`src/rtl/sdcr_pkg.sv`:
```
package sdcr_pkg;
  localparam int WORD_W      = 32;
  localparam int ICE_BIT     = 0;
  localparam int ICS_BIT     = 1;
  localparam int CEN_BIT     = 2;
  localparam int DIV_LSB     = 6;
  localparam int DIV_W       = 10;
  localparam int TMO_LSB     = 16;
  localparam int TMO_W       = 4;
  localparam int RST_LSB     = 24;
  localparam int RST_N_CHAN  = 3;
  localparam int CH_ALL      = 0;
  localparam int CH_CMD      = 1;
  localparam int CH_DAT      = 2;
endpackage

```
`src/rtl/sdcr_clk_stable.sv`:
```
module sdcr_clk_stable #(
  parameter int STABLE_CYCLES = 5
) (
  input  logic clk,
  input  logic rst_n,
  input  logic ice,
  output logic ics
);
  localparam int CW = $clog2(STABLE_CYCLES + 1);
  localparam logic [CW-1:0] LIM = CW'(STABLE_CYCLES);
  localparam logic [CW-1:0] ONE = CW'(1);

  logic [CW-1:0] cnt_q, cnt_d;

  always_comb begin
    cnt_d = cnt_q;
    if (!ice) begin
      cnt_d = '0;
    end else if (cnt_q != LIM) begin
      cnt_d = cnt_q + ONE;
    end
  end

  always_ff @(posedge clk or negedge rst_n) begin
    if (!rst_n) begin
      cnt_q <= '0;
    end else begin
      cnt_q <= cnt_d;
    end
  end

  assign ics = ice && (cnt_q == LIM);

  // the flag never comes up in the same cycle the enable first rises
  a_r3_not_early: assert property (@(posedge clk) disable iff (!rst_n)
    $rose(ice) |-> !ics);
endmodule

```
`src/rtl/sdcr_rst_chan.sv`:
```
module sdcr_rst_chan #(
  parameter int HOLD_CYCLES = 4
) (
  input  logic clk,
  input  logic rst_n,
  input  logic start,
  output logic act
);
  localparam int CW = $clog2(HOLD_CYCLES + 1);
  localparam logic [CW-1:0] LOAD = CW'(HOLD_CYCLES - 1);
  localparam logic [CW-1:0] ONE  = CW'(1);

  logic [CW-1:0] cnt_q, cnt_d;
  logic          act_q, act_d;

  always_comb begin
    cnt_d = cnt_q;
    act_d = act_q;
    if (start) begin
      act_d = 1'b1;
      cnt_d = LOAD;
    end else if (act_q) begin
      if (cnt_q == '0) begin
        act_d = 1'b0;
      end else begin
        cnt_d = cnt_q - ONE;
      end
    end
  end

  always_ff @(posedge clk or negedge rst_n) begin
    if (!rst_n) begin
      cnt_q <= '0;
      act_q <= 1'b0;
    end else begin
      cnt_q <= cnt_d;
      act_q <= act_d;
    end
  end

  assign act = act_q;

  // a requested reset is visible on the very next read
  a_r9_start_visible: assert property (@(posedge clk) disable iff (!rst_n)
    start |=> act);
endmodule

```
`src/rtl/sdcr_card_clk.sv`:
```
module sdcr_card_clk #(
  parameter int DIV_W = 10
) (
  input  logic             clk,
  input  logic             rst_n,
  input  logic             en,
  input  logic [DIV_W-1:0] div_in,
  output logic             card_clk
);
  localparam logic [DIV_W-1:0] ONE = DIV_W'(1);

  logic [DIV_W-1:0] div_q, div_d;
  logic [DIV_W-1:0] cnt_q, cnt_d;
  logic             tog_q, tog_d;
  logic             bypass;

  always_comb begin
    div_d = div_q;
    cnt_d = cnt_q;
    tog_d = tog_q;
    if (!en) begin
      div_d = div_in;
      cnt_d = '0;
      tog_d = 1'b0;
    end else begin
      tog_d = (cnt_q < (div_q >> 1));
      cnt_d = (cnt_q == div_q - ONE) ? '0 : cnt_q + ONE;
    end
  end

  always_ff @(posedge clk or negedge rst_n) begin
    if (!rst_n) begin
      div_q <= '0;
      cnt_q <= '0;
      tog_q <= 1'b0;
    end else begin
      div_q <= div_d;
      cnt_q <= cnt_d;
      tog_q <= tog_d;
    end
  end

  assign bypass   = (div_q <= ONE);
  assign card_clk = bypass ? (clk & en) : tog_q;

  // a closed gate drives the divided output low on the next edge
  a_r8_gated_low: assert property (@(posedge clk) disable iff (!rst_n)
    !en |=> !tog_q);

  // the divisor in use does not move while the gate is open
  a_r8_div_held: assert property (@(posedge clk) disable iff (!rst_n)
    en |=> $stable(div_q));
endmodule

```
`src/rtl/sd_clkrst_ctrl.sv`:
```
module sd_clkrst_ctrl
  import sdcr_pkg::*;
#(
  parameter int STABLE_CYCLES = 5,
  parameter int RST_CYCLES    = 4
) (
  input  logic              clk,
  input  logic              rst_n,
  input  logic              wr_en,
  input  logic [WORD_W-1:0] wr_data,
  output logic [WORD_W-1:0] rd_data,
  input  logic              cmd_busy,
  input  logic              dat_busy,
  output logic [TMO_W-1:0]  data_tmo,
  output logic              card_clk,
  output logic              cmd_rst,
  output logic              dat_rst,
  output logic              rst_busy
);
  logic [1:0] rsync_q;
  logic       rst_q_n;

  always_ff @(posedge clk or negedge rst_n) begin
    if (!rst_n) begin
      rsync_q <= 2'b00;
    end else begin
      rsync_q <= {rsync_q[0], 1'b1};
    end
  end
  assign rst_q_n = rsync_q[1];

  logic                  ice_q, ice_d;
  logic                  cen_q, cen_d;
  logic [DIV_W-1:0]      div_q, div_d;
  logic [TMO_W-1:0]      tmo_q, tmo_d;
  logic                  ics;
  logic [RST_N_CHAN-1:0] rst_act;
  logic                  all_start;
  logic                  lock_div;

  sdcr_clk_stable #(.STABLE_CYCLES(STABLE_CYCLES)) u_stable (
    .clk   (clk),
    .rst_n (rst_q_n),
    .ice   (ice_q),
    .ics   (ics)
  );

  for (genvar g = 0; g < RST_N_CHAN; g++) begin : g_rst
    sdcr_rst_chan #(.HOLD_CYCLES(RST_CYCLES)) u_chan (
      .clk   (clk),
      .rst_n (rst_q_n),
      .start (wr_en && wr_data[RST_LSB + g]),
      .act   (rst_act[g])
    );
  end

  sdcr_card_clk #(.DIV_W(DIV_W)) u_div (
    .clk      (clk),
    .rst_n    (rst_q_n),
    .en       (cen_q),
    .div_in   (div_q),
    .card_clk (card_clk)
  );

  assign all_start = wr_en && wr_data[RST_LSB + CH_ALL];
  assign lock_div  = cen_q || cmd_busy || dat_busy;

  always_comb begin
    ice_d = ice_q;
    cen_d = cen_q;
    div_d = div_q;
    tmo_d = tmo_q;
    if (wr_en) begin
      tmo_d = wr_data[TMO_LSB +: TMO_W];
      ice_d = wr_data[ICE_BIT];
      cen_d = wr_data[CEN_BIT] && wr_data[ICE_BIT] && ics;
      if (!lock_div) begin
        div_d = wr_data[DIV_LSB +: DIV_W];
      end
    end
    if (all_start || rst_act[CH_ALL]) begin
      ice_d = 1'b0;
      cen_d = 1'b0;
      div_d = '0;
    end
  end

  always_ff @(posedge clk or negedge rst_q_n) begin
    if (!rst_q_n) begin
      ice_q <= 1'b0;
      cen_q <= 1'b0;
      div_q <= '0;
      tmo_q <= '0;
    end else begin
      ice_q <= ice_d;
      cen_q <= cen_d;
      div_q <= div_d;
      tmo_q <= tmo_d;
    end
  end

  always_comb begin
    rd_data                          = '0;
    rd_data[ICE_BIT]                 = ice_q;
    rd_data[ICS_BIT]                 = ics;
    rd_data[CEN_BIT]                 = cen_q;
    rd_data[DIV_LSB +: DIV_W]        = div_q;
    rd_data[TMO_LSB +: TMO_W]        = tmo_q;
    rd_data[RST_LSB +: RST_N_CHAN]   = rst_act;
  end

  assign data_tmo = tmo_q;
  assign cmd_rst  = rst_act[CH_ALL] | rst_act[CH_CMD];
  assign dat_rst  = rst_act[CH_ALL] | rst_act[CH_DAT];
  assign rst_busy = |rst_act;

  logic unused_wr_bits;
  assign unused_wr_bits = ^{wr_data[31:27], wr_data[23:20], wr_data[5:3], wr_data[ICS_BIT]};

  // an open gate always sits on a settled internal clock
  a_r4_gate_needs_stable: assert property (@(posedge clk) disable iff (!rst_q_n)
    cen_q |-> ics);

  // divisor frozen while the gate is open
  a_r5_div_frozen_open: assert property (@(posedge clk) disable iff (!rst_q_n)
    (cen_q && !all_start) |=> $stable(div_q));

  // divisor frozen while a line is busy
  a_r5_div_frozen_busy: assert property (@(posedge clk) disable iff (!rst_q_n)
    ((cmd_busy || dat_busy) && !all_start) |=> $stable(div_q));

  // a whole-controller reset returns enable, gate and divisor to zero
  a_r10_all_clears: assert property (@(posedge clk) disable iff (!rst_q_n)
    all_start |=> (!ice_q && !cen_q && (div_q == '0)));
endmodule

```
`config.mk`:
```
export PLATFORM = sky130hd
export DESIGN_NAME = sd_clkrst_ctrl
export DESIGN_NICKNAME = d
export VERILOG_FILES = /design/src/rtl/sdcr_pkg.sv /design/src/rtl/sdcr_clk_stable.sv /design/src/rtl/sdcr_rst_chan.sv /design/src/rtl/sdcr_card_clk.sv /design/src/rtl/sd_clkrst_ctrl.sv
export SDC_FILE = /design/constraint.sdc
export NUM_CORES = 1
export LEC_CHECK = 0
export BUFFER_PORTS_ARGS = -buffer_cell sky130_fd_sc_hd__buf_4
export CAP_MARGIN = 0
export CORE_UTILIZATION = 53
export DETAILED_ROUTE_END_ITERATION = 16
export GPL_TIMING_DRIVEN = 0
export PLACE_DENSITY = 0.82
export SYNTH_ARGS = -nofsm -noshare
export SYNTH_HDL_FRONTEND = slang
export SYNTH_HIERARCHICAL = 1
export SYNTH_SLANG_ARGS = --single-unit
export TNS_END_PERCENT = 100
```
`constraint.sdc`:
```
create_clock -name clk -period 2.5 [get_ports clk]
set_clock_uncertainty 0.1 [all_clocks]
set_input_delay 0.75 -clock clk [delete_from_list [all_inputs] [get_ports clk]]
set_output_delay 0.75 -clock clk [all_outputs]
set_load 0.01 [all_outputs]
```
* After elaboration in Yosys (flattened, before gate mapping)
Cells that the tools add are included.
** Word-level totals
- Flip-flop bits (word level) :: 54
- Input bits :: 37
- Output and inout port bits :: 40
- Word-level logic and storage cells :: 86
** Operators by class
- Add/sub/neg operators :: 6
- $lt $le $gt $ge :: 2
- Equality and inequality tests :: 8
- Mux-type cells :: 31
- Bitwise operators :: 3
- Reduce and logical (&&, ||, !) cells :: 21
** Operators by type and width (number)
- 10-bit two-way mux :: 5
- 3-bit two-way mux :: 11
- 1-bit two-way mux :: 15
- 10-bit by 1-bit adder with 10-bit output, second input constant :: 1
- 10-bit equality test :: 1
- 10-bit by 1-bit <= comparator with 1-bit output, second input constant :: 1
- 10-bit by 9-bit < comparator with 1-bit output :: 1
- 10-bit by 1-bit subtractor with 10-bit output, second input constant :: 1
- 3-bit logical NOT :: 3
- 3-bit by 1-bit subtractor with 3-bit output, second input constant :: 3
- 2-bit by 1-bit != test with 1-bit output, second input constant :: 4
- 2-bit AND reduction :: 4
- 2-bit nonzero test :: 4
- 1-bit logical AND :: 6
- 3-bit by 1-bit adder with 3-bit output, second input constant :: 1
- 3-bit equality test, second input constant :: 1
- 1-bit logical OR :: 3
- 3-bit != test, second input constant :: 1
- 3-bit OR reduction :: 1
- 2-bit != test, second input constant :: 1
- 1-bit bitwise OR :: 2
- 1-bit AND :: 1

* Depth between registers and ports, before layout
Gate-level depths: netlist (run 1).
- Depth after elaboration :: 5
- Mapped depth :: 8
- Gate-level depth less buffers :: 7

* Cells and area by module
The synthesis (run 1) kept the hierarchy.
** By module, submodules not included
- sdcr_card_clk :: instances 1, cells each 141, area each 1393.8 µm², seq. area each 525.5 µm²
- sd_clkrst_ctrl :: instances 1, cells each 72, area each 859.6 µm², seq. area each 450.4 µm²
- sdcr_rst_chan :: instances 3, cells each 21, area each 217.7 µm², seq. area each 100.1 µm²
- sdcr_clk_stable :: instances 1, cells each 16, area each 163.9 µm², seq. area each 75.1 µm²

==> results of run 1 <==
per-layer routing:
layer | vias up | GRT usage | wire [µm]
li1 | 1120 | - | -
met1 | 1140 | 0.256 | 2750
met2 | 55 | 0.388 | 3340
met3 | 11 | 0.0663 | 291
met4 | 0 | 0.0704 | 122
met5 | - | 0 | 0
cell families (layout without fill, tap and decap cells):
family,after synthesis,in the layout,synth area share
AO/OA/AOI/OAI,40,40,0.109
XOR/XNOR,22,22,0.0628
adder cells (fa/ha/maj),19,19,0.0774
buffers and inverters,50,121,0.0876
flip-flops,54,54,0.440
multiplexers,24,24,0.0839
other,2,13,0.00245
AND/OR/NAND/NOR,81,81,0.137
cells in the final DEF, fill, tap and decap left out, types with 2 or more instances in the layout:
cell and instances:
buf_4 78, a21oi_1 5, mux2_2 14, inv_1 20
clkbuf_8 9, buf_2 3, dfrtp_2 7, nor2b_1 4
conb_1 13, xor2_1 9, a31oi_1 2, xnor2_1 13
nand2_1 7, o21ai_4 3, and2_1 3, nand3b_1 2
or2_2 3, a22o_1 10, o21a_1 2, and3_1 5
inv_2 5, ha_1 17, dfrtp_1 47, nand3_1 7
buf_6 2, nor2_1 30, mux2i_1 10, nor2_2 2
or4_1 2, and3_2 3, o21ai_0 8, nand2b_1 4
registers in the layout, summed over array words and instances, names as in the netlist:
| register | count |
|---|---|
| cen_q | 1 |
| data_tmo | 4 |
| div_q | 10 |
| g_rst.u_chan/act | 3 |
| g_rst.u_chan/cnt_q | 9 |
| ice_q | 1 |
| rsync_q | 2 |
| u_div/cnt_q | 10 |
| u_div/div_q | 10 |
| u_div/tog_q | 1 |
| u_stable/cnt_q | 3 |
path summary, 6_finish.rpt:
kind	startpoint	end	slack [ps]	cells after the start
max reg2reg	u_div/div_q[0]	u_div/cnt_q[4]	-20	8
min reg2reg	rsync_q[1]	div_q[0]	100	0
min	rsync_q[1]	div_q[0]	100	0
max	u_div/div_q[0]	card_clk	-90	6
max in group asynchronous	rsync_q[1]	cen_q	1660	1
min in group clk	rsync_q[0]	rsync_q[1]	260	0
repair_timing:
item / 4_1_cts / 5_1_grt
gates resized for setup: 17 / 6
gates cloned: 1 / 0
setup endpoints to repair: 12 / 13
setup buffers: 7 / 1
endpoints found under the hold margin: 2 / 0
hold buffers: 1 / 0
pin swaps: 3 / 7
cell type report:
type | count | area, µm²
flip-flops and latches | 54 | 1360
clock inverters | 1 | 30.0
repair buffers | 61 | 477
multi-input cells | 199 | 1550
inverters | 25 | 93.8
fillers | 421 | 1640
well taps | 72 | 90.1
plain buffers | 23 | 169
clock buffers | 11 | 135
through the flow:
stage	hold slack [ps]	std cells	power [mW]
after floorplan	231	303	1.60
after global placement	233	426	1.77
after detailed placement	110	427	1.82
after CTS	118	445	2.57
after global routing	141	446	2.71
final	105	446	2.56
report_power, final:
part,switching [mW],internal [mW]
registers,0.125,0.984
clock network,0.300,0.429
logic,0.353,0.369
total,0.778,1.78
==> flow_metrics.tcl, run 1 <==
set metrics [dict create \
    start_util 0.554 \
    track_usage 0.221 \
    grt_pass1_wl_um 10200 \
    max_cap_viol_count 0 \
    layout-drive-gt1-share 0.380 \
    routed_wl_um 6510 \
    vdd_ir_drop_max_uv 640 \
    clock.fmax_ghz 0.385 \
    postSynth.asyncResetShare 1.00 \
    crit_top_cell "buf_4" \
    drtAntennaViolNets 0 \
    synth_area_um2 3070 \
    die_h_um 78.1 \
    setup_slack_ps -94.3 \
    cp_slowest_cell "dfrtp_2" \
    grt_overflow_total 0 \
    wl_per_cell_um 14.6 \
    initialDrtViolationCount 81 \
    synth_edf_count 0 \
    synth_top_area_cell "dfrtp_1" \
    critPathTopFamily "flip-flops" \
    antenna_cells 0 \
    area_delta_synth_final_pct 27.1 \
    status "finished, violations left" \
    min_period_over_period 1.04 \
    num_rows 27 \
    yosysMostFrequentCell "dfrtp_1" \
    final.min_clock_period_ps 2590 \
    ys_seq_area_frac 0.440 \
    die_area_um2 6100 \
    io_buffers 51 \
    die_w_um 78.1 \
    finalMaxSlewViolations 0 \
    core_area_um2 5540 \
    path_buf_inv 2 \
    cp_cell_sequence "buf_4 -> ha_1 -> o2111ai_4 -> nand2_1 -> o21ai_1 -> buf_4" \
    rsz0062_at_grt "true" \
    post-route-util 0.704 \
    setup_viol 6 \
    place_ws_ps -390 \
    postSynthAreaPerCell_um2 10.5 \
    synth_ff_type "dfrtp_1" \
    synth.distinct_cells 48 \
    layout.nets 429 \
    synth_top_cells_by_area "dfrtp_1, ha_1, mux2_2, buf_4, nor2_1" \
    ys_top_cells_by_count "dfrtp_1, nor2_1, inv_1" \
    ys_seq_elements 54 \
    start_kind "flip-flop" \
    finalSetupTns_ps -205 \
    hpwl_um 4420 \
    synth_top_area_share 0.440 \
    routabilityCongestion 0.801 \
    worstPathMaxFanout 5 \
    path_class "flip-flop to output port" \
    grt_max_degree 36 \
    vias 2326 \
    final_cell_area_um2 3900 \
    cts.clk_slew.worst_paths_ps 100 \
    firstDrtPassIters 4 \
    cp.arrival_ps 1740 \
    antenna_found_initial 0 \
    end_kind "output port" \
    drc_errors 0 \
    violations "negative setup slack" \
    maxSlewHeadroom 0.651 \
    required_ps 1650 \
    hold_path_class "flip-flop to async pin" \
    cts_tree "done" \
    post_drt_via_cell_ratio 5.22 \
    power_density_nw_per_um2 656 \
    p_leak_nw 1.92 \
    ios 77 \
    placed_area_um2 3610 \
    clk_latency_ps 410 \
    tightest_slew_ps 523 \
    cpPeakStageDelay_ps 420 \
    hold_viol 0 \
    grt_pass1_vias 2309 \
    synth_cells 292 \
    synth_warnings 6 \
]
(Power assumes the default switching activity.)
==> inputs of run 2 (changes only) <==
CORE_MARGIN = 5   (was not set)
CORE_UTILIZATION = 55   (was 53)
CTS_BUF_LIST = sky130_fd_sc_hd__clkbuf_4 sky130_fd_sc_hd__clkbuf_8   (was not set)
PLACE_DENSITY = 0.84   (was 0.82)
==> flow_metrics.tcl, run 2 (synthesized netlist as in run 1, its figures left out) <==
set metrics [dict create \
    power_density_nw_per_um2 639 \
    placed_area_um2 3610 \
    post_drt_via_cell_ratio 5.27 \
    largestRegisters "div_q: 10 flops, u_div/cnt_q: 10 flops, u_div/div_q: 10 flops" \
    cp_cell_sequence "clkbuf_8 -> clkbuf_8 -> nand2_1 -> o21ai_1 -> buf_4" \
    grt_util_met3 0.0618 \
    cts_tree "done" \
    path_class "clock port to output port" \
    die_w_um 84.7 \
    hold_path_class "flip-flop to async pin" \
    cp_slowest_cell "buf_4" \
    min_period_over_period 1.04 \
    final_common_cell "buf_4" \
    max_cap_viol_count 0 \
    cpPeakStageDelay_ps 140 \
    finalMaxSlewViolations 0 \
    die_area_um2 7180 \
    final_cell_area_um2 3870 \
    end_kind "output port" \
    cts.clk_slew.worst_paths_ps 90 \
    antenna_cells 0 \
    antenna_found_initial 0 \
    routabilityCongestion 0.817 \
    layout.nets 430 \
    violations "negative setup slack" \
    hpwl_um 4890 \
    num_rows 27 \
    area_delta_synth_final_pct 26.1 \
    status "finished, violations left" \
    final.min_clock_period_ps 2590 \
    initialDrtViolationCount 119 \
    mostFrequentLayoutCells "buf_4, dfrtp_1, nor2_1, inv_1, ha_1" \
    grt_pass1_vias 2513 \
    maxSlewHeadroom 0.620 \
    fillers 407 \
    tightest_slew_ps 570 \
    setup_slack_ps -93.9 \
    setup_viol 11 \
    clk_latency_ps 410 \
    required_ps 1650 \
    routed_wl_um 6770 \
    core_area_um2 5470 \
    busiest_layer "met2" \
    firstDrtPassIters 4 \
    gr-usage-met1 0.235 \
    grt_pass1_wl_um 11700 \
    start_kind "clock port" \
    p_leak_nw 1.91 \
    track_usage 0.205 \
    crit_top_cell "clkbuf_8" \
    vdd_ir_drop_max_uv 567 \
    io_buffers 51 \
    layout-drive-gt1-share 0.373 \
    die_h_um 84.7 \
    cp.arrival_ps 1740 \
    rsz0062_at_grt "true" \
    grt_max_degree 30 \
    hold_viol 0 \
    wl_per_cell_um 15.1 \
    drc_errors 0 \
    grt_overflow_total 0 \
    worstPathMaxFanout 2 \
    ios 77 \
    hold_slack_ps 164 \
    use_met2 0.343 \
    clock.fmax_ghz 0.389 \
    start_util 0.561 \
    vias 2355 \
    drtAntennaViolNets 0 \
]
[run 2: path summary, 6_finish.rpt]
path                                   to  slack (ps)           start  depth (start not counted)
hold / removal                   div_q[4]         160      rsync_q[1]                          0
hold reg to reg                  div_q[4]         160      rsync_q[1]                          0
setup reg to reg           u_div/cnt_q[8]         -70  u_div/div_q[0]                          8
max in group asynchronous  u_div/div_q[3]        1570      rsync_q[1]                          1
setup / recovery                 card_clk         -90             clk                          5
min in group clk               rsync_q[1]         260      rsync_q[0]                          0
[run 2: cell type report]
class / count / area, µm² / area share
plain buffers: 23 / 171 / 0.0443
clock buffers: 11 / 139 / 0.0359
clock inverters: 1 / 5.00 / 0.00129
inverters: 25 / 93.8 / 0.0242
multi-input cells: 199 / 1530 / 0.395
flip-flops and latches: 54 / 1360 / 0.351
well taps: 72 / 90.1 / 0.0233
repair buffers: 62 / 484 / 0.125
[run 2: critical path: cells and delay by family]
family          cells  cell delay (ps)
compound gates      1               60
simple gates        1               70
buf+inv             3              360
[run 2: routing by layer]
| metal | vias to the layer above | routed length, µm |
|---|---|---|
| li1 | 1122 | - |
| met1 | 1143 | 2740 |
| met2 | 74 | 3460 |
| met3 | 16 | 399 |
| met4 | 0 | 159 |
| met5 | - | 0 |
[run 2: power by group]
group	switching, mW	internal, mW
sequential	0.134	0.984
clock	0.292	0.336
combinational	0.359	0.370
total	0.784	1.69
[run 2: timing repair]
action / in CTS / in global routing
pin swaps: 2 / 6
setup endpoints to repair: 12 / 13
buffers inserted: 7 / 2
hold buffers: 1 / 0
resized for setup: 16 / 3
gates cloned: 1 / 0
endpoints found under the hold margin: 2 / 0
[run 2: per-stage QoR]
| step | setup WS [ps] | setup TNS, ps | utilization | std cells | power [mW] |
|---|---|---|---|---|---|
| final | -93.9 | -691 | 0.707 | 447 | 2.48 |
| after global routing | -153 | -1520 | 0.707 | 447 | 2.64 |
| after CTS | -146 | -1440 | 0.703 | 445 | 2.49 |
| after detailed placement | -400 | -3830 | 0.659 | 427 | 1.83 |
| after global placement | -335 | -3310 | 0.655 | 426 | 1.78 |
| after floorplan | 0.0431 | 0 | - | 303 | 1.60 |
==> inputs of run 3 (changes only) <==
SETUP_SLACK_MARGIN = 0.15   (was not set)
==> flow_metrics.tcl, run 3 (synthesized netlist as in run 1, its figures left out) <==
set metrics [dict create \
    status "finished, violations left" \
    violations "negative setup slack" \
    mostFrequentLayoutCells "buf_4, dfrtp_1, nor2_1, inv_1, ha_1" \
    min_period_over_period 1.07 \
    p_int_mw 1.73 \
    start_kind "flip-flop" \
    die_w_um 84.7 \
    cp.arrival_ps 2880 \
    hold_viol 0 \
    worstPathMaxFanout 5 \
    wl_per_cell_um 16.0 \
    area_delta_synth_final_pct 33.0 \
    finalSetupTns_ps -1720 \
    gr-usage-met1 0.224 \
    instances_no_fill 460 \
    routabilityCongestion 0.777 \
    use_met2 0.335 \
    path_class "flip-flop to flip-flop" \
    maxSlewHeadroom 0.664 \
    tightest_slew_ps 502 \
    hpwl_um 4690 \
    initialDrtViolationCount 139 \
    pwr-share-seq 0.427 \
    clk_latency_ps 410 \
    switchingPower_mw 0.806 \
    firstDrtPassIters 4 \
    die_area_um2 7180 \
    io_buffers 51 \
    routed_wl_um 7350 \
    place_inst 427 \
    cts.clk_slew.worst_paths_ps 100 \
    vias 2455 \
    cts_tree "done" \
    grt_pass1_vias 2460 \
    drc_errors 0 \
    final_common_cell "buf_4" \
    required_ps 2700 \
    start_util 0.561 \
    drtAntennaViolNets 0 \
    vdd_ir_drop_max_uv 435 \
    switching_share 0.317 \
    antenna_found_initial 0 \
    layout-drive-gt1-share 0.438 \
    grt_overflow_total 0 \
    p_leak_nw 1.99 \
    num_rows 27 \
    layout.nets 443 \
    busiest_layer "met2" \
    max_cap_viol_count 0 \
    p_comb_frac 0.321 \
    power_density_nw_per_um2 621 \
    track_usage 0.194 \
    clock.fmax_ghz 0.374 \
    hold_path_class "flip-flop to async pin" \
    core_area_um2 5470 \
    grt_pass1_wl_um 11200 \
    grt_util_met3 0.0726 \
    end_kind "flip-flop" \
    clkPwrFrac 0.252 \
    post_drt_via_cell_ratio 5.34 \
    grt_max_degree 42 \
    ios 77 \
    setup_slack_ps -176 \
    setup_viol 11 \
    final_cell_area_um2 4090 \
    largestRegisters "div_q: 10 flops, u_div/cnt_q: 10 flops, u_div/div_q: 10 flops" \
    antenna_cells 0 \
    final.min_clock_period_ps 2680 \
    die_h_um 84.7 \
    rsz0062_at_grt "true" \
    placed_area_um2 3620 \
    finalMaxSlewViolations 0 \
]
[run 3: cell types whose count changed in the layout (fill, tap and decap cells not counted), sizes merged]
cell	previous run	this run
buf	85	98
clkbuf	10	9
clkinv	1	0
clkinvlp	0	1
inv	25	26
[run 3: area by class of cell]
cell class | instances | area (µm²)
plain buffers | 25 | 201
fillers | 389 | 1390
repair buffers | 73 | 574
multi-input cells | 199 | 1620
inverters | 25 | 93.8
clock buffers | 10 | 131
well taps | 72 | 90.1
flip-flops and latches | 54 | 1360
clock inverters | 2 | 16.3
[run 3: final timing paths]
check	end	slack, ps	from	cells after the start
max in group asynchronous	rsync_q[1]	1640	rst_n	2
max	u_div/cnt_q[3]	-180	u_div/cnt_q[4]	7
min reg2reg	div_q[4]	70	rsync_q[1]	0
max reg2reg	u_div/cnt_q[3]	-180	u_div/cnt_q[4]	7
min in group clk	rsync_q[1]	260	rsync_q[0]	0
min	div_q[4]	70	rsync_q[1]	0
[run 3: per-layer routing]
layer	wire [µm]	share of wire
met1	2900	0.39
met2	3780	0.51
met3	481	0.065
met4	183	0.025
met5	0	0
[run 3: critical path, stage by stage (launching register included)]
cell,delay [ps]
dfrtp_1,460
xnor2_1,410
a31oi_4,70
or4_4,530
or4_4,440
o41ai_4,290
buf_4,230
nor2_1,40
[run 3: what timing repair did]
action                                  4_1_cts  5_1_grt
buffers inserted                             11        9
endpoints found under the hold margin         2        0
gates cloned                                  0        1
pin swaps                                     7        8
resized for setup                            18       26
hold buffers                                  1        0
endpoints found under the setup margin       14       14
[run 3: power by group through the flow]
stage | Clock [mW] | Sequential (mW) | Combinational, mW
after floorplan | 0.00000162 | 1.12 | 0.476
after global placement | 0.00000162 | 1.13 | 0.648
after detailed placement | 0.00000161 | 1.13 | 0.696
after CTS | 0.657 | 1.08 | 0.794
after global routing | 0.702 | 1.10 | 0.908
final | 0.640 | 1.08 | 0.814
[run 3: per-stage QoR]
step,setup slack [ps],utilization,power (mW),hold slack [ps]
3_3_place_gp,-153,0.657,1.78,236
4_1_cts,-163,0.715,2.53,71.6
6_report,-176,0.746,2.54,67.8
5_1_grt,-278,0.746,2.71,95.6
3_5_place_dp,-238,0.661,1.82,63.0
2_1_floorplan,75.4,-,1.60,231
